File: src/rtl/mtv_pkg.sv
// Package: shared constants for the mode timing legalizer.
// Assumes: the eight timing fields are kept in one packed vector, indexed as below.
package mtv_pkg;

    // Field slots inside the packed working vector.
    localparam int F_H_DISP  = 0;
    localparam int F_H_SBEG  = 1;
    localparam int F_H_SEND  = 2;
    localparam int F_H_TOT   = 3;
    localparam int F_V_DISP  = 4;
    localparam int F_V_SBEG  = 5;
    localparam int F_V_SEND  = 6;
    localparam int F_V_TOT   = 7;
    localparam int NUM_FIELDS = 8;

    // The ordered adjustment steps; the order is part of the behaviour.
    typedef enum logic [4:0] {
        ST_H_ROUND     = 5'd0,
        ST_H_CAP       = 5'd1,
        ST_H_DISP_LO   = 5'd2,
        ST_H_DISP_HI   = 5'd3,
        ST_H_TOT_LO    = 5'd4,
        ST_H_TOT_HI    = 5'd5,
        ST_H_SEND_TOT  = 5'd6,
        ST_H_SBEG_DISP = 5'd7,
        ST_H_SEND_LEN  = 5'd8,
        ST_V_CAP       = 5'd9,
        ST_V_DISP_LO   = 5'd10,
        ST_V_DISP_HI   = 5'd11,
        ST_V_TOT_LO    = 5'd12,
        ST_V_TOT_HI    = 5'd13,
        ST_V_SEND_TOT  = 5'd14,
        ST_V_SBEG_DISP = 5'd15,
        ST_V_SEND_LEN  = 5'd16
    } step_e;

    localparam int NUM_STEPS = 17;
    localparam int STEP_W    = 5;

endpackage

File: src/rtl/mtv_sequencer.sv
// Module: mtv_sequencer
// Walks the step index from the first to the last step, one step per clock.
// Assumes: start is only acted on while idle; done is a one-cycle pulse that
// coincides with busy falling.
module mtv_sequencer
    import mtv_pkg::*;
#(
    parameter int STEPS = NUM_STEPS
) (
    input  logic              clk,
    input  logic              rst_n,
    input  logic              start,
    output logic              load,
    output logic              busy,
    output logic              done,
    output logic [STEP_W-1:0] step_idx
);
    localparam logic [STEP_W-1:0] LAST_STEP = STEP_W'(STEPS - 1);

    logic              busy_q;
    logic              done_q;
    logic [STEP_W-1:0] step_q;

    // Accept a new run only while idle.
    always_comb load = start && !busy_q;

    // Step counter and run-state flags.
    always_ff @(posedge clk) begin
        if (!rst_n) begin
            busy_q <= 1'b0;
            done_q <= 1'b0;
            step_q <= '0;
        end else begin
            done_q <= 1'b0;
            if (load) begin
                busy_q <= 1'b1;
                step_q <= '0;
            end else if (busy_q) begin
                if (step_q == LAST_STEP) begin
                    busy_q <= 1'b0;
                    done_q <= 1'b1;
                    step_q <= '0;
                end else begin
                    step_q <= step_q + 1'b1;
                end
            end
        end
    end

    assign busy     = busy_q;
    assign done     = done_q;
    assign step_idx = step_q;
endmodule

File: src/rtl/mtv_clamp_path.sv
// Module: mtv_clamp_path
// Holds the eight working fields and applies one rounding or clamp step per
// enabled cycle, selected by the step index.
// Assumes: limits are chosen so no sum below overflows W bits; the minimum
// display sizes lie below both generation maxima.
module mtv_clamp_path
    import mtv_pkg::*;
#(
    parameter int W            = 16,
    parameter int H_ALIGN_BITS = 3,
    parameter int H_FIELD_BITS = 9,
    parameter int V_FIELD_BITS = 11,
    parameter int H_DISP_MIN   = 640,
    parameter int H_DISP_WIDE  = 2048,
    parameter int H_DISP_NARROW = 1920,
    parameter int V_DISP_MIN   = 480,
    parameter int V_DISP_TALL  = 1536,
    parameter int V_DISP_SHORT = 1440,
    parameter int H_BLANK_MIN  = 80,
    parameter int H_BLANK_MAX  = 1016,
    parameter int H_SYNC_MAX   = 248,
    parameter int V_BLANK_MIN  = 3,
    parameter int V_BLANK_MAX  = 255,
    parameter int V_SYNC_MAX   = 15
) (
    input  logic                          clk,
    input  logic                          rst_n,
    input  logic                          load,
    input  logic                          gen_sel,
    input  logic [NUM_FIELDS-1:0][W-1:0]  req_vals,
    input  logic                          step_en,
    input  logic [STEP_W-1:0]             step_idx,
    output logic [NUM_FIELDS-1:0][W-1:0]  cur_vals
);
    // Derived limits.
    localparam int H_TOP     = (1 << H_FIELD_BITS) - 1;
    localparam int V_TOP     = (1 << V_FIELD_BITS) - 1;
    localparam int H_GRAN    = 1 << H_ALIGN_BITS;
    localparam logic [W-1:0] HC_DISP = W'((H_TOP - 2) << H_ALIGN_BITS);
    localparam logic [W-1:0] HC_SBEG = W'((H_TOP - 1) << H_ALIGN_BITS);
    localparam logic [W-1:0] HC_SEND = W'(H_TOP << H_ALIGN_BITS);
    localparam logic [W-1:0] HC_TOT  = W'((H_TOP + 5) << H_ALIGN_BITS);
    localparam logic [W-1:0] VC_DISP = W'(V_TOP - 2);
    localparam logic [W-1:0] VC_SBEG = W'(V_TOP - 1);
    localparam logic [W-1:0] VC_SEND = W'(V_TOP);
    localparam logic [W-1:0] VC_TOT  = W'(V_TOP + 2);
    localparam logic [W-1:0] ALIGN_MASK = ~W'(H_GRAN - 1);

    logic [NUM_FIELDS-1:0][W-1:0] work_q;
    logic [NUM_FIELDS-1:0][W-1:0] work_d;
    logic                         wide_q;

    function automatic logic [W-1:0] at_most(input logic [W-1:0] v, input logic [W-1:0] lim);
        return (v > lim) ? lim : v;
    endfunction

    function automatic logic [W-1:0] at_least(input logic [W-1:0] v, input logic [W-1:0] lim);
        return (v < lim) ? lim : v;
    endfunction

    // Next value of the working fields for the current step.
    always_comb begin
        work_d = work_q;
        case (step_e'(step_idx))
            ST_H_ROUND: begin
                work_d[F_H_DISP] = work_q[F_H_DISP] & ALIGN_MASK;
                work_d[F_H_SBEG] = work_q[F_H_SBEG] & ALIGN_MASK;
                work_d[F_H_SEND] = work_q[F_H_SEND] & ALIGN_MASK;
                work_d[F_H_TOT]  = work_q[F_H_TOT]  & ALIGN_MASK;
            end
            ST_H_CAP: begin
                work_d[F_H_DISP] = at_most(work_q[F_H_DISP], HC_DISP);
                work_d[F_H_SBEG] = at_most(work_q[F_H_SBEG], HC_SBEG);
                work_d[F_H_SEND] = at_most(work_q[F_H_SEND], HC_SEND);
                work_d[F_H_TOT]  = at_most(work_q[F_H_TOT],  HC_TOT);
            end
            ST_H_DISP_LO:
                work_d[F_H_DISP] = at_least(work_q[F_H_DISP], W'(H_DISP_MIN));
            ST_H_DISP_HI:
                work_d[F_H_DISP] = at_most(work_q[F_H_DISP],
                                           wide_q ? W'(H_DISP_WIDE) : W'(H_DISP_NARROW));
            ST_H_TOT_LO:
                work_d[F_H_TOT] = at_least(work_q[F_H_TOT], work_q[F_H_DISP] + W'(H_BLANK_MIN));
            ST_H_TOT_HI:
                work_d[F_H_TOT] = at_most(work_q[F_H_TOT], work_q[F_H_DISP] + W'(H_BLANK_MAX));
            ST_H_SEND_TOT:
                work_d[F_H_SEND] = at_most(work_q[F_H_SEND], work_q[F_H_TOT] - W'(H_GRAN));
            ST_H_SBEG_DISP:
                work_d[F_H_SBEG] = at_least(work_q[F_H_SBEG], work_q[F_H_DISP] + W'(H_GRAN));
            ST_H_SEND_LEN:
                work_d[F_H_SEND] = at_most(work_q[F_H_SEND], work_q[F_H_SBEG] + W'(H_SYNC_MAX));
            ST_V_CAP: begin
                work_d[F_V_DISP] = at_most(work_q[F_V_DISP], VC_DISP);
                work_d[F_V_SBEG] = at_most(work_q[F_V_SBEG], VC_SBEG);
                work_d[F_V_SEND] = at_most(work_q[F_V_SEND], VC_SEND);
                work_d[F_V_TOT]  = at_most(work_q[F_V_TOT],  VC_TOT);
            end
            ST_V_DISP_LO:
                work_d[F_V_DISP] = at_least(work_q[F_V_DISP], W'(V_DISP_MIN));
            ST_V_DISP_HI:
                work_d[F_V_DISP] = at_most(work_q[F_V_DISP],
                                           wide_q ? W'(V_DISP_TALL) : W'(V_DISP_SHORT));
            ST_V_TOT_LO:
                work_d[F_V_TOT] = at_least(work_q[F_V_TOT], work_q[F_V_DISP] + W'(V_BLANK_MIN));
            ST_V_TOT_HI:
                work_d[F_V_TOT] = at_most(work_q[F_V_TOT], work_q[F_V_DISP] + W'(V_BLANK_MAX));
            ST_V_SEND_TOT:
                work_d[F_V_SEND] = at_most(work_q[F_V_SEND], work_q[F_V_TOT] - W'(1));
            ST_V_SBEG_DISP:
                work_d[F_V_SBEG] = at_least(work_q[F_V_SBEG], work_q[F_V_DISP] + W'(1));
            ST_V_SEND_LEN:
                work_d[F_V_SEND] = at_most(work_q[F_V_SEND], work_q[F_V_SBEG] + W'(V_SYNC_MAX));
            default: work_d = work_q;
        endcase
    end

    // Working registers: capture on load, advance on each enabled step.
    always_ff @(posedge clk) begin
        if (!rst_n) begin
            work_q <= '0;
            wide_q <= 1'b0;
        end else if (load) begin
            work_q <= req_vals;
            wide_q <= gen_sel;
        end else if (step_en) begin
            work_q <= work_d;
        end
    end

    assign cur_vals = work_q;
endmodule

File: src/rtl/mtv_change_detect.sv
// Module: mtv_change_detect
// Keeps a copy of the request captured at load and flags any field of the
// working set that differs from it.
// Assumes: load is the same strobe that loads the working registers.
module mtv_change_detect
    import mtv_pkg::*;
#(
    parameter int W = 16
) (
    input  logic                          clk,
    input  logic                          rst_n,
    input  logic                          load,
    input  logic [NUM_FIELDS-1:0][W-1:0]  req_vals,
    input  logic [NUM_FIELDS-1:0][W-1:0]  cur_vals,
    output logic                          changed
);
    logic [NUM_FIELDS-1:0][W-1:0] orig_q;
    logic [NUM_FIELDS-1:0]        differs;

    // Snapshot of the accepted request.
    always_ff @(posedge clk) begin
        if (!rst_n) orig_q <= '0;
        else if (load) orig_q <= req_vals;
    end

    // One comparator per field.
    for (genvar g = 0; g < NUM_FIELDS; g++) begin : g_cmp
        assign differs[g] = (orig_q[g] != cur_vals[g]);
    end

    // Any field moved.
    always_comb changed = |differs;
endmodule

File: src/rtl/mode_timing_legalizer.sv
// Module: mode_timing_legalizer (top)
// Turns a requested mode line into a legal one through an ordered series of
// one-per-clock rounding and clamp steps, then pulses done.
// Assumes: request fields are small enough that working sums fit in W bits.
module mode_timing_legalizer
    import mtv_pkg::*;
#(
    parameter int W             = 16,
    parameter int H_ALIGN_BITS  = 3,
    parameter int H_FIELD_BITS  = 9,
    parameter int V_FIELD_BITS  = 11,
    parameter int H_DISP_MIN    = 640,
    parameter int H_DISP_WIDE   = 2048,
    parameter int H_DISP_NARROW = 1920,
    parameter int V_DISP_MIN    = 480,
    parameter int V_DISP_TALL   = 1536,
    parameter int V_DISP_SHORT  = 1440,
    parameter int H_BLANK_MIN   = 80,
    parameter int H_BLANK_MAX   = 1016,
    parameter int H_SYNC_MAX    = 248,
    parameter int V_BLANK_MIN   = 3,
    parameter int V_BLANK_MAX   = 255,
    parameter int V_SYNC_MAX    = 15
) (
    input  logic         clk,
    input  logic         rst_n,
    input  logic         start,
    input  logic         gen_sel,
    input  logic [W-1:0] req_h_disp,
    input  logic [W-1:0] req_h_sync_beg,
    input  logic [W-1:0] req_h_sync_end,
    input  logic [W-1:0] req_h_total,
    input  logic [W-1:0] req_v_disp,
    input  logic [W-1:0] req_v_sync_beg,
    input  logic [W-1:0] req_v_sync_end,
    input  logic [W-1:0] req_v_total,
    output logic         busy,
    output logic         done,
    output logic         changed,
    output logic [W-1:0] out_h_disp,
    output logic [W-1:0] out_h_sync_beg,
    output logic [W-1:0] out_h_sync_end,
    output logic [W-1:0] out_h_total,
    output logic [W-1:0] out_v_disp,
    output logic [W-1:0] out_v_sync_beg,
    output logic [W-1:0] out_v_sync_end,
    output logic [W-1:0] out_v_total
);
    logic                         load;
    logic [STEP_W-1:0]            step_idx;
    logic [NUM_FIELDS-1:0][W-1:0] req_vals;
    logic [NUM_FIELDS-1:0][W-1:0] cur_vals;

    // Pack the request ports into field slots.
    always_comb begin
        req_vals[F_H_DISP] = req_h_disp;
        req_vals[F_H_SBEG] = req_h_sync_beg;
        req_vals[F_H_SEND] = req_h_sync_end;
        req_vals[F_H_TOT]  = req_h_total;
        req_vals[F_V_DISP] = req_v_disp;
        req_vals[F_V_SBEG] = req_v_sync_beg;
        req_vals[F_V_SEND] = req_v_sync_end;
        req_vals[F_V_TOT]  = req_v_total;
    end

    mtv_sequencer #(.STEPS(NUM_STEPS)) u_seq (
        .clk      (clk),
        .rst_n    (rst_n),
        .start    (start),
        .load     (load),
        .busy     (busy),
        .done     (done),
        .step_idx (step_idx)
    );

    mtv_clamp_path #(
        .W(W), .H_ALIGN_BITS(H_ALIGN_BITS), .H_FIELD_BITS(H_FIELD_BITS),
        .V_FIELD_BITS(V_FIELD_BITS), .H_DISP_MIN(H_DISP_MIN),
        .H_DISP_WIDE(H_DISP_WIDE), .H_DISP_NARROW(H_DISP_NARROW),
        .V_DISP_MIN(V_DISP_MIN), .V_DISP_TALL(V_DISP_TALL),
        .V_DISP_SHORT(V_DISP_SHORT), .H_BLANK_MIN(H_BLANK_MIN),
        .H_BLANK_MAX(H_BLANK_MAX), .H_SYNC_MAX(H_SYNC_MAX),
        .V_BLANK_MIN(V_BLANK_MIN), .V_BLANK_MAX(V_BLANK_MAX),
        .V_SYNC_MAX(V_SYNC_MAX)
    ) u_path (
        .clk      (clk),
        .rst_n    (rst_n),
        .load     (load),
        .gen_sel  (gen_sel),
        .req_vals (req_vals),
        .step_en  (busy),
        .step_idx (step_idx),
        .cur_vals (cur_vals)
    );

    mtv_change_detect #(.W(W)) u_chg (
        .clk      (clk),
        .rst_n    (rst_n),
        .load     (load),
        .req_vals (req_vals),
        .cur_vals (cur_vals),
        .changed  (changed)
    );

    // Unpack the working fields onto the result ports.
    always_comb begin
        out_h_disp     = cur_vals[F_H_DISP];
        out_h_sync_beg = cur_vals[F_H_SBEG];
        out_h_sync_end = cur_vals[F_H_SEND];
        out_h_total    = cur_vals[F_H_TOT];
        out_v_disp     = cur_vals[F_V_DISP];
        out_v_sync_beg = cur_vals[F_V_SBEG];
        out_v_sync_end = cur_vals[F_V_SEND];
        out_v_total    = cur_vals[F_V_TOT];
    end
endmodule

File: config.mk
export PLATFORM = sky130hd
export DESIGN_NAME = mode_timing_legalizer
export DESIGN_NICKNAME = d
export VERILOG_FILES = /design/src/rtl/mtv_pkg.sv /design/src/rtl/mtv_sequencer.sv /design/src/rtl/mtv_clamp_path.sv /design/src/rtl/mtv_change_detect.sv /design/src/rtl/mode_timing_legalizer.sv
export SDC_FILE = /design/constraint.sdc
export NUM_CORES = 1
export LEC_CHECK = 0
export ABC_AREA = 1
export BUFFER_PORTS_ARGS = -buffer_cell sky130_fd_sc_hd__buf_4
export CAP_MARGIN = 10
export CELL_PAD_IN_SITES_DETAIL_PLACEMENT = 0
export CELL_PAD_IN_SITES_GLOBAL_PLACEMENT = 1
export CORE_AREA = 5 5 224 226
export CTS_CLUSTER_SIZE = 14
export DETAILED_ROUTE_END_ITERATION = 8
export DIE_AREA = 0 0 229 231
export PLACE_DENSITY = 0.94
export SYNTH_ARGS = -nofsm -noshare
export SYNTH_HDL_FRONTEND = slang
export SYNTH_SLANG_ARGS = --single-unit
File: constraint.sdc
create_clock -name clk -period 3.8 [get_ports clk]
set_clock_uncertainty 0.15 [all_clocks]
set_input_delay 0.19 -clock clk [delete_from_list [all_inputs] [get_ports clk]]
set_output_delay 0.19 -clock clk [all_outputs]
set_load 0.02 [all_outputs]
* Word level (Yosys, flattened, before mapping)
Cells that the tools add are included.
** Cells by class
- $add $sub $neg :: 11
- Magnitude comparators :: 22
- Equal/unequal tests :: 47
- Multiplexer cells :: 39
- Bitwise operators :: 2
- Reductions and logical operators :: 31
** Operators with widths (number)
- two-way mux 16 bit :: 22
- two-way mux 128 bit :: 2
- one-hot mux 16 bit (3 select lines) :: 4
- one-hot mux 16 bit (4 select lines) :: 3
- > comparator 16 bit :: 8
- inequality test 16 bit :: 8
- inequality test 3 x 2 -> 1 bit, second input constant :: 22
- > comparator 16 x 12 -> 1 bit, second input constant :: 4
- less-than comparator 16 bit :: 4
- > comparator 16 x 11 -> 1 bit, second input constant :: 3
- equality test 5 x 4 -> 1 bit, second input constant :: 8
- AND reduction 5 bit :: 7
- adder 16 x 4 -> 16 bit, second input constant :: 2
- adder 16 x 8 -> 16 bit, second input constant :: 2
- one-hot mux 16 bit (2 select lines) :: 1
- nonzero test 4 bit :: 7
- equality test 5 x 3 -> 1 bit, second input constant :: 4
- AND reduction 6 bit :: 3
- adder 16 x 1 -> 16 bit, second input constant :: 1
- adder 16 x 10 -> 16 bit, second input constant :: 1
- adder 16 x 2 -> 16 bit, second input constant :: 1
- adder 16 x 7 -> 16 bit, second input constant :: 1
- > comparator 16 x 13 -> 1 bit, second input constant :: 1
- less-than comparator 16 x 10 -> 1 bit, second input constant :: 1
- 23 further kinds :: 32
** Word-level totals
- Flip-flop bits (word level) :: 264
- Bits of input ports :: 132
- Output and inout port bits :: 131
- Word-level logic and storage cells :: 176

* Logic depth before layout (Yosys ltp)
Gate-level depths: netlist of the first run.
- Depth after elaboration :: 6
- Gate-level depth with buffers :: 24
- Mapped depth without buffers :: 23

* Modules after synthesis
A second synthesis of the first run with hierarchy kept.
** Unflattened totals
- Cell total of the unflattened synthesis :: 3226
- Area, all modules :: 21005.1 sq um
** By module, submodules not included
- mtv_clamp_path :: instances 1, cells each 2324, area each 14297.5 sq um, sequential area each 2582.5 sq um
- mtv_change_detect :: instances 1, cells each 851, area each 6336.1 sq um, sequential area each 2562.5 sq um
- mtv_sequencer :: instances 1, cells each 51, area each 371.6 sq um, sequential area each 140.1 sq um

* Worst setup path after synthesis of the first run
No wires, ideal clock.
- Kind :: register to register
- Start point :: register u_path.work_q, in the netlist u_path.cur_vals[112]
- End point :: register u_path.work_q, in the netlist u_path.cur_vals[108]
- Setup time :: 0.116 ns
- Arrival :: 2.842 ns
- Data required time :: 3.534 ns
- Path slack :: 0.692 ns
- Stages on the path, launching flop included :: 21
- Path buffers :: 1
- Clock period less this slack :: 3.108 ns
- Cells stage by stage :: dfxtp_1 -> inv_1 -> ha_1 -> nand3_1 -> nor2_1 -> nand2_1 -> o21ai_0 -> nand2_1 -> ha_1 -> nand2_1 -> nor3_1 -> nand2_1 -> nand2_1 -> nand2_1 -> nand2_1 -> nand3_1 -> nand2_1 -> clkbuf_1 -> nand3_1 -> nand2_1 -> nor2_1
** On the way
- Cells in the longest elaborated chain, start to end :: 5
- Elaborated cells between the ends (all ways) :: 8
- Classes of those cells :: 1 x add/sub; 1 x order compare; 1 x eq/ne; 4 x mux; 1 x reduce/logical
** RTL lines
- start, declared :: line mtv_clamp_path.sv:49 : logic [NUM_FIELDS-1:0][W-1:0] work_q;
- start signal, assigned :: line mtv_clamp_path.sv:123 : work_q <= req_vals;
- start signal, assigned :: line mtv_clamp_path.sv:126 : work_q <= work_d;
- subtractor 16 x 1 -> 16 bit (*) :: line mtv_clamp_path.sv:108 : work_d[F_V_SEND] = at_most(work_q[F_V_SEND], work_q[F_V_TOT] - W'(1));
- parallel branches: the longest is 4 deep, another holds > comparator 16 bit
Every way passes the cells marked *. The select of a mux whose other input is x is not followed.
A chain may end at the register's enable or synchronous reset.

* Worst setup path after layout of the first run
- Start point :: register u_path.work_q, in the netlist u_path.cur_vals[55]
- End point :: output port changed
** On the way
- Cells in the longest elaborated chain, start to end :: 2
** RTL lines
- inequality test 16 bit :: line mtv_change_detect.sv:28 : assign differs[g] = (orig_q[g] != cur_vals[g]);
- OR reduction 8 bit :: line mtv_change_detect.sv:32 : always_comb changed = |differs;
- end, declared :: line mode_timing_legalizer.sv:39 : output logic changed,
No other way between the ends.

==> results.json, run 1 <==
{
  "min_from": "start",
  "finalCriticalPeriod_ps": 3580,
  "hold_end": "u_seq.busy",
  "detail-route-antenna-nets": 0,
  "yosysSeqAreaShare_pct": 26.49,
  "clock-sinks": 264,
  "ys_ff_latch": 264,
  "dp.cells": 3896,
  "period_share_pct": 94.20,
  "outcome": "finished, final reports clean",
  "start_util_pct": 41.45,
  "synth-xor-area-share_pct": 6.540,
  "drc": 0,
  "drt_iter0_drc": 2425,
  "ios": 263,
  "nFillCells": 4791,
  "wl_mm": 88.55,
  "final_nets": 3757,
  "synth_nets": 3374,
  "setup.worst_path.class": "reg -> out",
  "vias": 22830,
  "clockBufferDepth": 3,
  "synth_compound_area_share_pct": 14.64,
  "final_cell_mix": "nand2_1 (879), nor2_1 (354), buf_4 (340), dfxtp_1 (264), inv_1 (238)",
  "grt_pass1_vias": 21360,
  "via_per_inst": 5.586,
  "layout_commonest_cell": "nand2_1",
  "ir_drop_mv": 0.2641,
  "hold_depth": 5,
  "grt_start_max_net_pins": 83,
  "reg2reg_slack_ps": 260,
  "slew_viol_final": 0,
  "gp_congestion": 1.022,
  "cts_tree": "built",
  "r2r_start": "u_path.cur_vals[52]",
  "core_mm2": 0.04814,
  "rows": 81,
  "leakagePower_nw": 11.74,
  "synth_warnings": 0,
  "max_freq_mhz": 279.4,
  "syn_avg_cell_area_um2": 6.525,
  "h-tree-depth": 2,
  "async_reset_ff_share_pct": 0,
  "layout-drive-gt1-share_pct": 12.88,
  "numPortBuffers": 262,
  "synth-edff-count": 0,
  "synth_fa_ha_area_share_pct": 11.54,
  "dr.pass1.iters": 6,
  "hold_viol": 0,
  "max_slew_margin_pct": 30.18,
  "numCtsBuffers": 34,
  "grt.overflow.total": 0,
  "finalSetupViolations": 0,
  "die_h_um": 231,
  "finalSetupTns_ps": 0,
  "syn2layout_area_growth_pct": 26.59,
  "synth_cells": 3058,
  "hold_class": "in -> reg",
  "wl_per_cell_um": 21.67,
  "die_w_um": 229,
  "ys.flop_type": "dfxtp_1",
  "dpl.hpwl_mm": 67.57,
  "tightestPinTransition_ps": 1047,
  "dieArea_mm2": 0.05290,
  "clkTransAtPathRegs_ps": 60,
  "reg2reg_depth": 23,
  "rsz0062_at_grt": "no",
  "synth.area.mux_share_pct": 0,
  "synth_top_family_by_area": "simple AND/OR/NAND/NOR gates",
  "critPathLaunchType": "register",
  "drv_cap": 0,
  "worstReg2RegEnd": "u_path.cur_vals[40]",
  "grt_usage_pct": 31.84,
  "worstSkewPairLatency_ps": 560,
  "netlist_area_mm2": 0.01995,
  "cp_max_fo": 8,
  "grt_pass1_wl_mm": 131.0,
  "synthSimpleGateAreaFrac_pct": 33.03,
  "root_buffer": "clkbuf_16",
  "endpoint_kind": "output pin",
  "final_cells": 4087,
  "yosysUniqueCellTypes": 59,
  "antenna_found_initial": 0,
  "cp.arrival_ps": 3240,
  "power_per_cell_area_mw_per_mm2": 417.2,
  "worstPathRequired_ps": 3460
}
worst max path at each step:
stage	start	to	slack, ps	cells after the start
6_report	u_path.cur_vals[55]	changed	220	7
5_1_grt	u_path.cur_vals[52]	u_path.cur_vals[40]	30	23
4_1_cts	u_path.cur_vals[52]	u_path.cur_vals[43]	210	23
3_5_place_dp	u_path.cur_vals[52]	u_path.cur_vals[38]	250	23
3_3_place_gp	u_path.cur_vals[52]	u_path.cur_vals[47]	270	23
2_1_floorplan	u_path.cur_vals[112]	u_path.cur_vals[108]	690	20
metrics by stage:
step	util (%)	hold slack (ps)	cell area [µm²]	power (mW)	setup WS, ps
2_1_floorplan	-	178.7	19950	5.532	692.0
3_3_place_gp	47.34	303.3	22790	6.909	269.0
3_5_place_dp	47.34	308.8	22790	6.929	249.9
4_1_cts	52.40	5.962	25220	10.45	210.0
5_1_grt	52.47	46.18	25260	11.03	34.29
6_report	52.47	69.67	25260	10.54	220.3
synthesized netlist by cell type, types with 3 or more instances:
library cell / n / area [µm²]
nand2_1: 879 / 3299
nor2_1: 355 / 1333
dfxtp_1: 264 / 5285
inv_1: 239 / 897.1
a21oi_1: 224 / 1121
ha_1: 184 / 2302
nand3_1: 181 / 905.9
xnor2_1: 97 / 849.6
o21ai_0: 94 / 470.5
nand4_1: 80 / 500.5
buf_2: 61 / 305.3
clkbuf_1: 57 / 214.0
o22ai_1: 52 / 325.3
xor2_1: 52 / 455.4
a21boi_0: 41 / 307.8
nor3_1: 34 / 170.2
o211ai_1: 25 / 187.7
a21o_1: 14 / 105.1
nor4_1: 13 / 81.33
a22oi_1: 10 / 75.07
inv_2: 10 / 37.54
nor2_2: 9 / 56.30
o221ai_1: 9 / 78.83
or2_2: 8 / 50.05
o2111ai_1: 6 / 52.55
buf_4: 5 / 37.54
nand2_2: 4 / 25.02
o21a_1: 4 / 30.03
a21boi_1: 3 / 22.52
a31oi_1: 3 / 18.77
clkinv_1: 3 / 11.26
nand3b_1: 3 / 22.52
nor2_4: 3 / 33.78
registers in the layout (all words and copies together) (netlist names):
| register | count |
|---|---|
| u_seq.done | 1 |
| u_path.cur_vals | 128 |
| u_seq.busy | 1 |
| u_path.wide_q | 1 |
| u_chg.orig_q | 128 |
| u_seq.step_idx | 5 |
layout make-up:
| cell class | count | area (µm²) | area share, % |
|---|---|---|---|
| antenna | 1 | 2.502 | 0.009907 |
| clock buffer | 47 | 970.9 | 3.844 |
| clock inverter | 12 | 171.4 | 0.6786 |
| inverter | 254 | 964.7 | 3.819 |
| multi-input combinational | 2413 | 13140 | 52.03 |
| sequential | 264 | 5285 | 20.92 |
| tap | 622 | 778.2 | 3.081 |
| timing repair buffer | 474 | 3944 | 15.61 |
cell families (layout without fill, tap and decap cells):
logic type,count (synthesis),after routing
XOR/XNOR,149,149
AND/OR/NAND/NOR,1580,1581
buffers and inverters,382,787
other,0,1
flip-flops,264,264
adder cells (fa/ha/maj),184,184
AO/OA/AOI/OAI,499,499
power breakdown:
part	leakage, nW	switching, mW	internal, mW
combinational	9.00	2.32	1.39
sequential	2.17	0.392	3.00
clock	0.565	1.38	2.06
metal layers:
metal  share of wire (%)  vias up  global-route usage [%]
li1                    -    10890                       -
met1                  41    10550                   41.42
met2                  44     1155                   51.49
met3                 9.0      230                   5.916
met4                 5.3        0                   14.49
met5                   0        -                       0
worst max-delay path, stage by stage (launching register included):
cell     delay, ps
dfxtp_1        690
xnor2_1        290
nand3_1        230
nor4_1         500
nand4_1        280
nor2_1         220
nand4_1        240
buf_4          250
timing repair:
action | in CTS | in global routing
gates resized for setup | 0 | 2
hold buffers | 129 | 0
endpoints found under the setup margin | 0 | 13
endpoints found under the hold margin | 230 | 0
buffers inserted | 0 | 1
(Power assumes the default switching activity.)
==> run 2: changes to the inputs <==
--- a/config.mk
+++ b/config.mk
@@ -5,16 +5,13 @@
 export SDC_FILE = /design/constraint.sdc
 export NUM_CORES = 1
 export LEC_CHECK = 0
-export ABC_AREA = 1
 export BUFFER_PORTS_ARGS = -buffer_cell sky130_fd_sc_hd__buf_4
 export CAP_MARGIN = 10
-export CELL_PAD_IN_SITES_DETAIL_PLACEMENT = 0
-export CELL_PAD_IN_SITES_GLOBAL_PLACEMENT = 1
-export CORE_AREA = 5 5 224 226
+export CORE_AREA = 5 5 205 207
 export CTS_CLUSTER_SIZE = 14
 export DETAILED_ROUTE_END_ITERATION = 8
-export DIE_AREA = 0 0 229 231
-export PLACE_DENSITY = 0.94
+export DIE_AREA = 0 0 210 212
+export PLACE_DENSITY = 0.69
 export SYNTH_ARGS = -nofsm -noshare
 export SYNTH_HDL_FRONTEND = slang
 export SYNTH_SLANG_ARGS = --single-unit
==> run 2 against run 1 <==
  * First-iteration DRC count rose by 11%
  * Design area decreased by 2.0%
  * Register-to-register slack got worse by 140 ps
  * Cell count decreased by 17%
  * Area after synthesis down 5.1%
  * Sequential power is 6.2% lower
  * Critical path type is now reg -> reg
  * Largest power group is now sequential cells
==> results.json, run 2 <==
{
  "swShare_pct": 36.20,
  "fin_util_pct": 61.62,
  "finalSetupViolations": 0,
  "synth_area_leaders": "dfxtp_1 (28%), ha_1 (12%), nand2_1 (8.9%), xnor2_1 (7.4%), a21oi_1 (5.9%)",
  "hold_viol": 0,
  "synth_top_cell_by_area": "dfxtp_1",
  "power_per_cell_area_mw_per_mm2": 368.6,
  "period_share_pct": 96.86,
  "drt_iter0_drc": 2694,
  "wl_mm": 84.46,
  "numCtsBuffers": 30,
  "cp_max_fo": 7,
  "final_cells": 3406,
  "synth_top_area_share_pct": 27.91,
  "grt_pass1_wl_mm": 123.9,
  "drc": 0,
  "ys.flop_type": "dfxtp_1",
  "clkTransAtPathRegs_ps": 60,
  "yosysUniqueCellTypes": 74,
  "grt_use_met2_pct": 55.46,
  "numPortBuffers": 262,
  "reg2reg_depth": 13,
  "cts_tree": "built",
  "outcome": "finished, final reports clean",
  "slowest_delay_ps": 430,
  "setup_ws_ps": 119.4,
  "leakagePower_nw": 10.36,
  "synthTopCellsByCount": "nand2_1 (450), dfxtp_1 (264), a21oi_1 (224)",
  "critPathLaunch": "u_path.cur_vals[9]",
  "grt.met3_usage_pct": 5.740,
  "layout_commonest_cell": "nand2_1",
  "ios": 263,
  "setup.worst_path.class": "reg -> reg",
  "busiest_layer": "met2",
  "core_mm2": 0.04018,
  "max_freq_mhz": 271.7,
  "max_slew_margin_pct": 39.19,
  "comb_power_share_pct": 33.3,
  "finalCriticalPeriod_ps": 3681,
  "fin_hold_ws_ps": 72.57,
  "synth_warnings": 0,
  "clock-sinks": 264,
  "root_buffer": "clkbuf_16",
  "pre_cts_ws_ps": -42.27,
  "slew_viol_final": 0,
  "syn_avg_cell_area_um2": 7.788,
  "worstPathRequired_ps": 4180,
  "worstSkewPairLatency_ps": 610,
  "hold_depth": 2,
  "dpl.hpwl_mm": 65.41,
  "layout-drive-gt1-share_pct": 18.75,
  "clockBufferDepth": 3,
  "die_h_um": 212,
  "synth_cells": 2431,
  "use_met1_pct": 51.74,
  "switchingPower_mw": 3.304,
  "grt_usage_pct": 35.96,
  "wl_per_cell_um": 24.80,
  "grt_pass1_vias": 19780,
  "clkPwrFrac_pct": 31.9,
  "detail-route-antenna-nets": 0,
  "grt.overflow.total": 0,
  "gp_congestion": 1.007,
  "hold_class": "in -> reg",
  "h-tree-depth": 1,
  "drv_cap": 0,
  "async_reset_ff_share_pct": 0,
  "ys_ff_latch": 264,
  "start_util_pct": 47.12,
  "critPathLaunchType": "register",
  "syn2layout_area_growth_pct": 30.79,
  "yosysSeqAreaShare_pct": 27.91,
  "die_w_um": 210,
  "dp.cells": 3216,
  "finalSetupTns_ps": 0,
  "netlist_area_mm2": 0.01893,
  "grt_start_max_net_pins": 100,
  "synth_nets": 2747,
  "p_seq_share_pct": 34.9,
  "p_int_mw": 5.823,
  "endpoint_kind": "register",
  "dieArea_mm2": 0.04452,
  "diodes": 0,
  "r2r_start": "u_path.cur_vals[9]",
  "worstReg2RegEnd": "u_path.cur_vals[59]",
  "final_nets": 3169,
  "antenna_found_initial": 0,
  "rows": 74,
  "dr.pass1.iters": 6,
  "synth-edff-count": 0,
  "vias": 21130,
  "ir_drop_mv": 0.3610,
  "finish.instance_area_mm2": 0.02476,
  "worstPathCellList": "buf_4 -> nand4_1 -> nor4_2 -> xnor2_1 -> ha_1 -> a21oi_1 -> o21ai_0 -> and3_1 -> a211o_1 -> a311o_1 -> a211oi_4 -> clkbuf_16 -> mux2i_1",
  "tightestPinTransition_ps": 905.7,
  "yosysMostFrequentCell": "nand2_1",
  "via_per_inst": 6.202,
  "place_area_mm2": 0.02230,
  "cp.arrival_ps": 4060,
  "reg2reg_slack_ps": 120,
  "crit_slowest_cell": "dfxtp_1",
  "power.total_mw": 9.127,
  "min_from": "rst_n",
  "final_cell_mix": "nand2_1 (448), buf_4 (425), dfxtp_1 (254), a21oi_1 (223), ha_1 (183)",
  "hold_end": "u_path.cur_vals[93]"
}
-- run 2: cell count changes after synthesis, moves of 39 or more --
cell,change
xnor2_1,+62
clkbuf_1,+88
nand2_1,-429
nor2_1,-266
nand3_1,-117
mux2i_1,+51
a21boi_0,-39
buf_2,-49
inv_1,-182
o211ai_1,+45
-- run 2: worst max-delay path: cells and delay by family, from the launching register on --
family	cells	cell delay (ps)
buffers and inverters	2	440
multiplexers	1	180
AO/OA/AOI/OAI	5	1270
XOR/XNOR	1	200
AND/OR/NAND/NOR	3	670
flip-flops	1	430
adder cells (fa/ha/maj)	1	310
-- run 2: timing repair --
action	CTS	global route
pin swaps	0	5
setup endpoints to repair	14	65
hold buffers	131	0
endpoints found under the hold margin	258	0
gates resized for setup	1	28
setup buffers	0	5
cloned	0	1
-- run 2: power groups by stage --
stage	logic, mW	registers, mW	clock network, mW
global route	3.24	3.20	3.03
detailed placement	2.80	3.23	0
floorplan	1.55	3.29	0
finish	3.03	3.18	2.91
CTS	2.92	3.17	2.92
global placement	2.76	3.22	0
-- run 2: how the worst max path moves through the flow --
stage                      endpoint  slack (ps)  cells past startpoint
2_1_floorplan  u_path.cur_vals[123]         -40                     18
3_3_place_gp    u_path.cur_vals[55]         140                     14
3_5_place_dp    u_path.cur_vals[53]         -40                     14
4_1_cts         u_path.cur_vals[53]          90                     14
5_1_grt         u_path.cur_vals[53]          -7                     14
6_report        u_path.cur_vals[59]         120                     13
-- run 2: final cells by class --
class,instances,area [µm²]
multi-input combinational,1935,12920
clock buffer,45,877.1
inverter,57,225.2
tap,532,665.6
fill,3559,15420
clock inverter,8,96.34
timing repair buffer,565,4678
sequential,264,5303
-- run 2: cell families (layout without fill, tap and decap cells) --
family | count (synthesis) | after routing | share of synthesized area (%)
xor+xnor | 242 | 242 | 11.19
mux | 51 | 51 | 2.696
simple gates | 845 | 845 | 20.52
compound gates | 613 | 613 | 20.74
flops | 264 | 264 | 27.91
fa+ha+maj | 184 | 184 | 12.16
buf+inv | 232 | 675 | 4.778
-- run 2: metal layers --
layer | up-vias | wire length [µm] | part of all wire [%]
li1 | 9596 | - | -
met5 | - | 0 | 0
met4 | 0 | 3101 | 3.7
met3 | 169 | 8494 | 10
met2 | 1177 | 36510 | 43
met1 | 10180 | 36360 | 43
==> run 3: changes to the inputs <==
--- a/config.mk
+++ b/config.mk
@@ -5,13 +5,14 @@
 export SDC_FILE = /design/constraint.sdc
 export NUM_CORES = 1
 export LEC_CHECK = 0
+export ABC_AREA = 1
 export BUFFER_PORTS_ARGS = -buffer_cell sky130_fd_sc_hd__buf_4
 export CAP_MARGIN = 10
-export CORE_AREA = 5 5 205 207
+export CORE_AREA = 5 5 210 212
 export CTS_CLUSTER_SIZE = 14
 export DETAILED_ROUTE_END_ITERATION = 8
-export DIE_AREA = 0 0 210 212
-export PLACE_DENSITY = 0.69
+export DIE_AREA = 0 0 215 217
+export PLACE_DENSITY = 0.72
 export SYNTH_ARGS = -nofsm -noshare
 export SYNTH_HDL_FRONTEND = slang
 export SYNTH_SLANG_ARGS = --single-unit
==> constraint.sdc (replaced) <==
create_clock -name clk -period 3.1 [get_ports clk]
set_clock_uncertainty 0.15 [all_clocks]
set_input_delay 0.155 -clock clk [delete_from_list [all_inputs] [get_ports clk]]
set_output_delay 0.155 -clock clk [all_outputs]
set_load 0.02 [all_outputs]
==> run 3 against run 2 <==
  * The flow now finishes with violations (negative setup slack)
  * Global-route usage is 2.1 points higher
  * Combinational power is 83% higher
  * Design area is 12% higher
  * Sequential share of layout area is 2.2 points lower
  * Cell count is 23% higher
  * Hold slack better by 97 ps
  * Sequential power is 28% higher
  * Critical path type is now reg -> out
  * Critical endpoint is now changed
  * Largest cell class unchanged
==> results.json, run 3 (synthesized netlist as in run 1, its figures left out) <==
{
  "grt_pass1_vias": 22910,
  "dr.pass1.iters": 6,
  "finalSetupViolations": 1,
  "worstPathRequired_ps": 2790,
  "dpl.hpwl_mm": 72.56,
  "numCtsBuffers": 34,
  "finalCriticalPeriod_ps": 3125,
  "violations": "negative setup slack",
  "slowest_delay_ps": 410,
  "drt_iter0_drc": 2675,
  "wl_per_cell_um": 22.84,
  "dp.cells": 3968,
  "dieArea_mm2": 0.04666,
  "die_h_um": 217,
  "layout-drive-gt1-share_pct": 23.60,
  "outcome": "finished, violations left",
  "syn2layout_area_growth_pct": 39.57,
  "min_from": "start",
  "setup_ws_ps": -24.74,
  "busiest_layer": "met2",
  "hold_class": "in -> reg",
  "hold_end": "u_path.wide_q",
  "via_per_inst": 5.778,
  "numPortBuffers": 262,
  "worstReg2RegEnd": "u_path.cur_vals[39]",
  "layout_commonest_cell": "nand2_1",
  "clock-sinks": 264,
  "ir_drop_mv": 0.4710,
  "critPathLaunchType": "register",
  "detail-route-antenna-nets": 0,
  "ios": 263,
  "final_cell_mix": "nand2_1 (832), buf_4 (503), nor2_1 (297), dfxtp_1 (229), inv_1 (221)",
  "gp_congestion": 1.016,
  "vias": 24200,
  "grt_usage_pct": 38.02,
  "fin_util_pct": 66.69,
  "worstPathCellList": "buf_4 -> xnor2_4 -> nand3_2 -> nor4_4 -> nand4_1 -> nor2_1 -> nand4_1 -> buf_4",
  "tightestPinTransition_ps": 773.2,
  "hold_depth": 6,
  "pre_cts_ws_ps": -116.5,
  "period_share_pct": 100.8,
  "reg2reg_depth": 20,
  "rows": 75,
  "endpoint_kind": "output pin",
  "final_cells": 4188,
  "antenna_found_initial": 1,
  "grt_use_met2_pct": 64.10,
  "cp.buffers_inverters": 2,
  "worstSkewPairLatency_ps": 550,
  "clockBufferDepth": 3,
  "power_per_cell_area_mw_per_mm2": 494.9,
  "reg2reg_slack_ps": 0,
  "grt_start_max_net_pins": 85,
  "grt.overflow.total": 0,
  "nFillCells": 3663,
  "leakagePower_nw": 12.93,
  "root_buffer": "clkbuf_16",
  "clkTransAtPathRegs_ps": 60,
  "hold_viol": 0,
  "final_nets": 3944,
  "diodes": 0,
  "slew_viol_final": 0,
  "use_met1_pct": 47.21,
  "h-tree-depth": 2,
  "max_slew_margin_pct": 48.08,
  "cp.arrival_ps": 2820,
  "start_util_pct": 47.78,
  "cts_tree": "built",
  "drv_cap": 0,
  "grt_pass1_wl_mm": 137.8,
  "cp_top_family": "simple AND/OR/NAND/NOR gates",
  "max_freq_mhz": 320.0,
  "setup.worst_path.class": "reg -> out",
  "rsz0062_at_grt": "yes",
  "die_w_um": 215,
  "cp_max_fo": 5,
  "core_mm2": 0.04176,
  "crit_slowest_cell": "dfxtp_2",
  "wl_mm": 95.63,
  "grt.met3_usage_pct": 5.044,
  "r2r_start": "u_path.cur_vals[51]",
  "drc": 0
}
==> run 3: changes by cell type in the layout (fill, tap and decap cells not counted), moves of 45 or more <==
cell,previous run,this run
nor2_2,2,48
nand3_1,64,167
o211ai_1,70,25
buf_4,425,503
nand2_1,448,832
mux2i_1,51,0
xnor2_1,157,90
nor2_1,88,297
inv_1,54,221
==> run 3: through the flow <==
stage	TNS, ps	power [mW]	hold WS, ps	area (µm²)
floorplan	0	6.781	143.7	19960
CTS	-3.603	13.16	148.0	26450
global placement	-134.1	8.793	278.8	23920
detailed placement	-1767	8.878	288.0	23920
global route	-4056	14.36	208.0	27850
finish	-24.74	13.78	169.4	27850
==> run 3: what timing repair did <==
item,CTS,global route
buffers inserted,0,24
hold buffers,130,0
hold endpoints to repair,236,0
resized for setup,17,285
endpoints found under the setup margin,35,97
pin swaps,3,67
gates cloned,1,10
==> run 3: where the power goes <==
part	switching [mW]	total, mW	leakage, nW	internal (mW)
clock	1.67	4.16	0.556	2.49
sequential	0.389	4.07	2.19	3.68
combinational	3.35	5.55	10.2	2.20
total	5.41	13.8	12.9	8.38
==> run 3: how the worst max path moves through the flow <==
stage / slack [ps] / cells past startpoint / startpoint / endpoint
global route: -140 / 17 / u_path.cur_vals[9] / u_path.cur_vals[60]
CTS: -4 / 8 / u_path.cur_vals[55] / changed
global placement: -20 / 22 / u_path.cur_vals[112] / u_path.cur_vals[105]
detailed placement: -120 / 22 / u_path.cur_vals[112] / u_path.cur_vals[102]
finish: -20 / 8 / u_path.cur_vals[55] / changed
floorplan: 6 / 19 / u_path.cur_vals[3] / u_path.cur_vals[61]
==> run 3: final cells by class <==
class	count	area, µm²	area share, %
Clock buffer	46	989.7	3.554
Clock inverter	11	143.9	0.5166
Inverter	254	973.4	3.495
Multi-Input combinational cell	2412	14100	50.64
Sequential cell	264	5346	19.20
Tap cell	539	674.4	2.421
Timing Repair Buffer	662	5618	20.17
==> run 3: tightest hold or removal path, delay by kind of cell <==
family	cells	cell delay, ps
simple gates	3	250
buf+inv	3	410
==> run 3: routing by layer <==
layer | vias up | wire (µm)
li1 | 11250 | -
met1 | 11320 | 36910
met2 | 1321 | 44370
met3 | 303 | 7762
met4 | 0 | 6590
met5 | - | 0
